<file path="config.mk">
export PLATFORM = sky130hd
export DESIGN_NAME = fpctl_access
export DESIGN_NICKNAME = d
export VERILOG_FILES = /design/src/rtl/fpctl_pkg.sv /design/src/rtl/fpctl_decode.sv /design/src/rtl/fpctl_fr_reg.sv /design/src/rtl/fpctl_status_reg.sv /design/src/rtl/fpctl_access.sv
export SDC_FILE = /design/constraint.sdc
export NUM_CORES = 1
export LEC_CHECK = 0
export ABC_CLOCK_PERIOD_IN_PS = 2880
export CAP_MARGIN = 40
export CORE_ASPECT_RATIO = 1.75
export CORE_MARGIN = 1
export CORE_UTILIZATION = 35
export CTS_CLUSTER_SIZE = 40
export DETAILED_ROUTE_END_ITERATION = 12
export PLACE_DENSITY = 0.95
export SLEW_MARGIN = 10
export SYNTH_ARGS = -nofsm -noshare
export SYNTH_HDL_FRONTEND = slang
export SYNTH_SLANG_ARGS = --single-unit
</file>
<file path="constraint.sdc">
create_clock -name clk -period 2.88 [get_ports clk]
set_input_delay 0.432 -clock clk [delete_from_list [all_inputs] [get_ports clk]]
set_output_delay 0.432 -clock clk [all_outputs]
set_load 0.1 [all_outputs]
</file>
<file path="src/rtl/fpctl_pkg.sv">
package fpctl_pkg;

    localparam int IDX_W = 5;

    localparam logic [IDX_W-1:0] IDX_IMPL   = 5'd0;
    localparam logic [IDX_W-1:0] IDX_FR_CLR = 5'd1;
    localparam logic [IDX_W-1:0] IDX_FR_SET = 5'd4;
    localparam logic [IDX_W-1:0] IDX_CC     = 5'd25;

    typedef enum logic [2:0] {
        K_IMPL,
        K_FR_CLR,
        K_FR_SET,
        K_CC,
        K_OTHER
    } reg_kind_e;

    typedef enum logic [1:0] {
        FR_KEEP,
        FR_CLEAR,
        FR_SET
    } fr_op_e;

    typedef struct packed {
        logic             valid;
        logic             write;
        logic [IDX_W-1:0] idx;
        logic [IDX_W-1:0] src;
    } acc_ctl_t;

    typedef struct packed {
        reg_kind_e kind;
        fr_op_e    fr_op;
        logic      raise_ri;
        logic      cc_wr;
        logic      rd_load;
    } acc_plan_t;

    function automatic reg_kind_e classify(logic [IDX_W-1:0] idx);
        reg_kind_e k;
        case (idx)
            IDX_IMPL:   k = K_IMPL;
            IDX_FR_CLR: k = K_FR_CLR;
            IDX_FR_SET: k = K_FR_SET;
            IDX_CC:     k = K_CC;
            default:    k = K_OTHER;
        endcase
        return k;
    endfunction

    function automatic logic [7:0] cc_pack(logic [31:0] st);
        return {st[31:25], st[23]};
    endfunction

    function automatic logic [31:0] cc_merge(logic [31:0] st, logic [7:0] v);
        logic [31:0] r;
        r        = st;
        r[31:25] = v[7:1];
        r[23]    = v[0];
        return r;
    endfunction

endpackage

</file>
<file path="src/rtl/fpctl_decode.sv">
module fpctl_decode
    import fpctl_pkg::*;
(
    input  acc_ctl_t  ctl,
    input  logic      data_hi_nz,
    input  logic      present,
    input  logic      enable,
    output acc_plan_t plan
);

    logic rd_hit;
    logic wr_hit;
    logic alias_gate;

    assign rd_hit     = ctl.valid && !ctl.write;
    assign wr_hit     = ctl.valid &&  ctl.write;
    assign alias_gate = present && (ctl.src == '0);

    always_comb begin
        plan          = '0;
        plan.kind     = classify(ctl.idx);
        plan.fr_op    = FR_KEEP;
        plan.rd_load  = rd_hit;
        unique case (plan.kind)
            K_FR_CLR: begin
                if (wr_hit && alias_gate) begin
                    if (enable) plan.fr_op    = FR_CLEAR;
                    else        plan.raise_ri = 1'b1;
                end
                if (rd_hit && present && !enable) plan.raise_ri = 1'b1;
            end
            K_FR_SET: begin
                if (wr_hit && alias_gate) begin
                    if (enable) plan.fr_op    = FR_SET;
                    else        plan.raise_ri = 1'b1;
                end
            end
            K_CC: begin
                plan.cc_wr = wr_hit && !data_hi_nz;
            end
            default: ;
        endcase
    end

endmodule

</file>
<file path="src/rtl/fpctl_fr_reg.sv">
module fpctl_fr_reg
    import fpctl_pkg::*;
#(
    parameter logic FR_RESET = 1'b0
) (
    input  logic   clk,
    input  logic   rst,
    input  fr_op_e op,
    output logic   fr
);

    always_ff @(posedge clk) begin
        if (rst) begin
            fr <= FR_RESET;
        end else begin
            unique case (op)
                FR_CLEAR: fr <= 1'b0;
                FR_SET:   fr <= 1'b1;
                default:  fr <= fr;
            endcase
        end
    end

    AST_FR_SET_TAKES: assert property (@(posedge clk) disable iff (rst)
        (op == FR_SET) |=> fr) else $error("fr set lost");
    AST_FR_CLR_TAKES: assert property (@(posedge clk) disable iff (rst)
        (op == FR_CLEAR) |=> !fr) else $error("fr clear lost");
    AST_FR_KEEP_HOLDS: assert property (@(posedge clk) disable iff (rst)
        (op == FR_KEEP) |=> $stable(fr)) else $error("fr moved");

endmodule

</file>
<file path="src/rtl/fpctl_status_reg.sv">
module fpctl_status_reg
    import fpctl_pkg::*;
#(
    parameter logic [31:0] ST_RESET = 32'h0
) (
    input  logic        clk,
    input  logic        rst,
    input  logic        wr_en,
    input  logic [7:0]  wr_val,
    output logic [31:0] st
);

    always_ff @(posedge clk) begin
        if (rst)        st <= ST_RESET;
        else if (wr_en) st <= cc_merge(st, wr_val);
    end

    AST_CC_STORE: assert property (@(posedge clk) disable iff (rst)
        wr_en |=> (cc_pack(st) == $past(wr_val))) else $error("cc store");
    AST_CC_KEEP: assert property (@(posedge clk) disable iff (rst)
        !wr_en |=> $stable(st)) else $error("status moved");

endmodule

</file>
<file path="src/rtl/fpctl_access.sv">
module fpctl_access
    import fpctl_pkg::*;
#(
    parameter int   DW          = 64,
    parameter int   PRESENT_POS = 28,
    parameter logic FR_RESET    = 1'b0
) (
    input  logic          clk,
    input  logic          rst,
    input  logic          acc_valid,
    input  logic          acc_write,
    input  logic [4:0]    acc_index,
    input  logic [4:0]    acc_src,
    input  logic [DW-1:0] acc_wdata,
    input  logic [31:0]   impl_word,
    input  logic          alias_en,
    output logic [DW-1:0] rd_data,
    output logic          exc_ri,
    output logic          mode_fr
);

    localparam int CC_W = 8;

    acc_ctl_t    ctl;
    acc_plan_t   plan;
    logic        present;
    logic        hi_nz;
    logic [31:0] status;
    logic [DW-1:0] impl_ext;
    logic [DW-1:0] rd_next;

    assign ctl     = '{valid: acc_valid, write: acc_write, idx: acc_index, src: acc_src};
    assign present = impl_word[PRESENT_POS];
    assign hi_nz   = |acc_wdata[DW-1:CC_W];

    generate
        if (DW > 32) begin : g_wide
            assign impl_ext = {{(DW-32){impl_word[31]}}, impl_word};
        end else begin : g_narrow
            assign impl_ext = impl_word[DW-1:0];
        end
    endgenerate

    fpctl_decode u_decode (
        .ctl        (ctl),
        .data_hi_nz (hi_nz),
        .present    (present),
        .enable     (alias_en),
        .plan       (plan)
    );

    fpctl_fr_reg #(.FR_RESET(FR_RESET)) u_fr (
        .clk (clk),
        .rst (rst),
        .op  (plan.fr_op),
        .fr  (mode_fr)
    );

    fpctl_status_reg u_status (
        .clk    (clk),
        .rst    (rst),
        .wr_en  (plan.cc_wr),
        .wr_val (acc_wdata[CC_W-1:0]),
        .st     (status)
    );

    always_comb begin
        rd_next = '0;
        unique case (plan.kind)
            K_IMPL:   rd_next = impl_ext;
            K_FR_CLR: rd_next[0] = present && alias_en && mode_fr;
            K_CC:     rd_next[CC_W-1:0] = cc_pack(status);
            default:  rd_next = '0;
        endcase
    end

    always_ff @(posedge clk) begin
        if (rst)               rd_data <= '0;
        else if (plan.rd_load) rd_data <= rd_next;
    end

    assign exc_ri = plan.raise_ri;

    AST_EXC_NEEDS_STROBE: assert property (@(posedge clk) disable iff (rst)
        exc_ri |-> acc_valid) else $error("exc without strobe");
    AST_EXC_FR_HOLD: assert property (@(posedge clk) disable iff (rst)
        exc_ri |=> $stable(mode_fr)) else $error("fr moved on exc");
    AST_CC_READ_NARROW: assert property (@(posedge clk) disable iff (rst)
        (acc_valid && !acc_write && acc_index == IDX_CC) |=> (rd_data[DW-1:CC_W] == '0))
        else $error("cc read wide");
    AST_BAD_CC_WRITE: assert property (@(posedge clk) disable iff (rst)
        (acc_valid && acc_write && acc_index == IDX_CC && hi_nz) |=> $stable(status))
        else $error("bad cc write took");
    AST_UNUSED_IDX_ZERO: assert property (@(posedge clk) disable iff (rst)
        (acc_valid && !acc_write && acc_index != IDX_IMPL && acc_index != IDX_FR_CLR
         && acc_index != IDX_CC) |=> (rd_data == '0)) else $error("unused idx");
    AST_WRITE_RD_HOLD: assert property (@(posedge clk) disable iff (rst)
        (acc_valid && acc_write) |=> $stable(rd_data)) else $error("rd moved on write");

endmodule

</file>
==> impl_metrics.yaml <==
drt:
  drt_iter0_drc: 59
  top_layer: "met4"
  wire_per_inst_um: 14.53
  viasPerCell: 5.068
  drc_errors: 0
  ant_nets: 0
  wl_mm: 6.888
  routed-wl-met3_um: 572
  met1_length_mm: 2.086
  drtPass1Iterations: 4
  met2_length_mm: 3.899
  num_vias: 2402
place:
  place_congestion: 0.8099
  portBuffers: 176
  dp_hpwl_mm: 5.615
  dpl_worst_slack_ps: 261.5
power:
  comb_power_share: 0.236
  leakage_nw: 1.476
  vdd_drop_max_mv: 0.2721
  power.density_nw_per_um2: 343.2
  p_sw_frac: 0.2606
  clock_power_share: 0.302
  total_power_w: 0.001249
  netSwitchingPower_w: 0.0003256
  p_int_w: 0.0009239
  pwr-share-seq: 0.461
cells_and_area:
  utilization: 0.6467
  diodes: 0
  mostFrequentLayoutCell: "clkdlybuf4s50_1"
  final_cell_mix: "clkdlybuf4s50_1 (110), buf_4 (72), dfxtp_1 (41)"
  synthToLayoutAreaGrowth_pct: 75.41
  drive_gt1_frac: 0.2161
  fill_cells: 471
  fin_nets: 510
yosys:
  synth_nets: 367
  yosysSeqAreaShare: 0.3954
  synth_top_family_by_area: "simple AND/OR/NAND/NOR gates"
  synth_area_um2: 2076
  synth_mux_area_frac: 0.04340
  synth_compound_area_frac: 0.1013
  syn_inst: 255
  synth-simple-area-share: 0.3044
  synth-xor-area-share: 0
  syn_avg_cell_area_um2: 8.140
  ys_types: 24
  ys_seq_elements: 41
  synthAdderAreaFrac: 0.006028
  yosysWarnings: 0
worst_hold_path:
  whs_endpoint: "rd_data[18]$_SDFFE_PP0P_"
  hp-class: "flip-flop to flip-flop"
  min_from: "rd_data[18]$_SDFFE_PP0P_"
  hold_depth: 2
die:
  die_h_um: 103.9
  io_pins: 177
  dieWidth_um: 60.22
  die-area_um2: 6255
  core_um2: 5630
  rows: 36
  initial_core_util: 0.3687
sta:
  fin_worst_skew_ps: 5.213
  finalSetupViolCount: 0
  rsz0062_at_grt: "false"
  maxSlewHeadroom: 0.5922
  fmax_mhz: 385.9
  hold_violations: 0
  hold_ws_ps: 451.5
  slew_violations: 0
  tightestPinTransition_ps: 606.0
  period_minus_slack_ps: 2592
  fin_tns_setup_ps: 0
  worst_slack_ps: 288.4
  fin_crit_sh: 0.8999
global_route:
  track_usage: 0.2247
  grt_max_degree: 50
  grt_pass1_wl_mm: 10.54
  grt_pass1_vias: 2380
  antenna_found_initial: 0
  overflow: 0
clock_tree:
  post_cts_buffers: 0
  cts_made_buffers: 5
  holdBufCountCts: 0
  clock_sinks: 41
  clk_pin_slew_ps: 80
  clock_latency_ps: 280
  cts-resized-gates: 0
  cts_htree_levels: 2
  ctsLongestPathBuffers: 2
  cts_tree: "done"
  root_buffer: "clkbuf_8"
worst_setup_path:
  rr_endpoint: "rd_data[0]$_SDFFE_PP0P_"
  critPathMaxFanout: 4
  critPathCaptureType: "output pin"
  ff2ff_path_depth: 3
  rrSetupSlack_ps: 2020
  timing.rr.start: "u_status.st[23]$_SDFFE_PP0P_"
  arrival_ps: 2160
  cpPeakStageDelay_ps: 400
  critPathLaunchType: "input pin"
  path_cells: "clkdlybuf4s50_1 > nor4_1 > buf_4 > nand4_1 > a21oi_1 > a21oi_1 > nor3_2 > buf_12"
  crit_required_ps: 2450
  cp_slowest_cell: "clkdlybuf4s50_1"
  cpMostUsedCell: "a21oi_1"
  worstSetupPathType: "input pin to output pin"
flow_run:
  cap_violations: 0
status:
  status: "complete, no violations"
-- synthesized netlist by cell type --
master	count	area (um2)
or3_1	1	6.260
nor3_2	1	10.01
mux2i_1	9	90.09
buf_1	2	7.510
nand4_1	4	25.02
nand4_4	1	21.27
a22o_1	1	8.760
and4_1	2	17.52
nor2_1	12	45.04
nand2_1	28	105.1
a21oi_1	27	135.1
nor2b_1	2	12.51
nor4_1	16	100.1
buf_4	34	255.2
a221oi_1	7	61.31
nor3_1	9	45.04
nand2b_1	18	112.6
ha_1	1	12.51
buf_2	2	10.01
or2_2	1	6.260
dfxtp_1	41	820.8
o21ai_0	1	5.000
clkbuf_1	10	37.54
nand3_1	25	125.1
-- state kept, by name (all words and copies together), names as in the netlist --
| signal | cells |
|---|---|
| u_status.st | 8 |
| rd_data | 32 |
| u_fr.fr | 1 |
-- how the worst max path moves through the flow --
stage	start	endpoint	slack, ps
after floorplan	acc_src[0]	exc_ri	190
after global placement	acc_src[0]	exc_ri	310
after detailed placement	acc_src[0]	exc_ri	260
after CTS	acc_src[0]	exc_ri	260
after global routing	acc_src[0]	exc_ri	160
final	acc_src[0]	exc_ri	290
-- layout make-up --
cell class	count	area, um2	area share
Timing Repair Buffer	184	1677	0.4605
Multi-Input combinational cell	166	958.4	0.2632
Sequential cell	41	820.8	0.2254
Tap cell	76	95.09	0.02612
Clock buffer	6	82.58	0.02268
Clock inverter	1	7.507	0.002062
-- per-layer routing --
| layer | vias to the layer above | global-route usage |
|---|---|---|
| li1 | 1149 | - |
| met1 | 1074 | 0.1864 |
| met2 | 157 | 0.4427 |
| met3 | 22 | 0.04602 |
| met4 | 0 | 0.1229 |
| met5 | - | 0 |
-- logic make-up (layout without fill, tap and decap cells) --
family                   after synthesis  count (layout)
adder cells (fa/ha/maj)                1               1
buffers and inverters                 48             191
flip-flops                            41              41
AND/OR/NAND/NOR                      120             120
AO/OA/AOI/OAI                         36              36
multiplexers                           9               9
-- critical path: cells and delay by family --
family          cells  cell delay [ps]
compound gates      2              230
buf+inv             3              780
simple gates        3              710
-- through the flow --
stage / cell area, um2 / cells
floorplan: 2081 / 255
global placement: 3536 / 466
detailed placement: 3551 / 467
CTS: 3641 / 474
global route: 3641 / 474
finish: 3641 / 474
-- power groups by stage --
stage	Combinational [W]	Sequential (W)	Clock, W
floorplan	0.0000612	0.000638	0
global placement	0.000291	0.000590	0
detailed placement	0.000296	0.000590	0
CTS	0.000296	0.000576	0.000392
global route	0.000311	0.000577	0.000419
finish	0.000295	0.000576	0.000378
No activity file was read; power rests on OpenSTA's default activity.
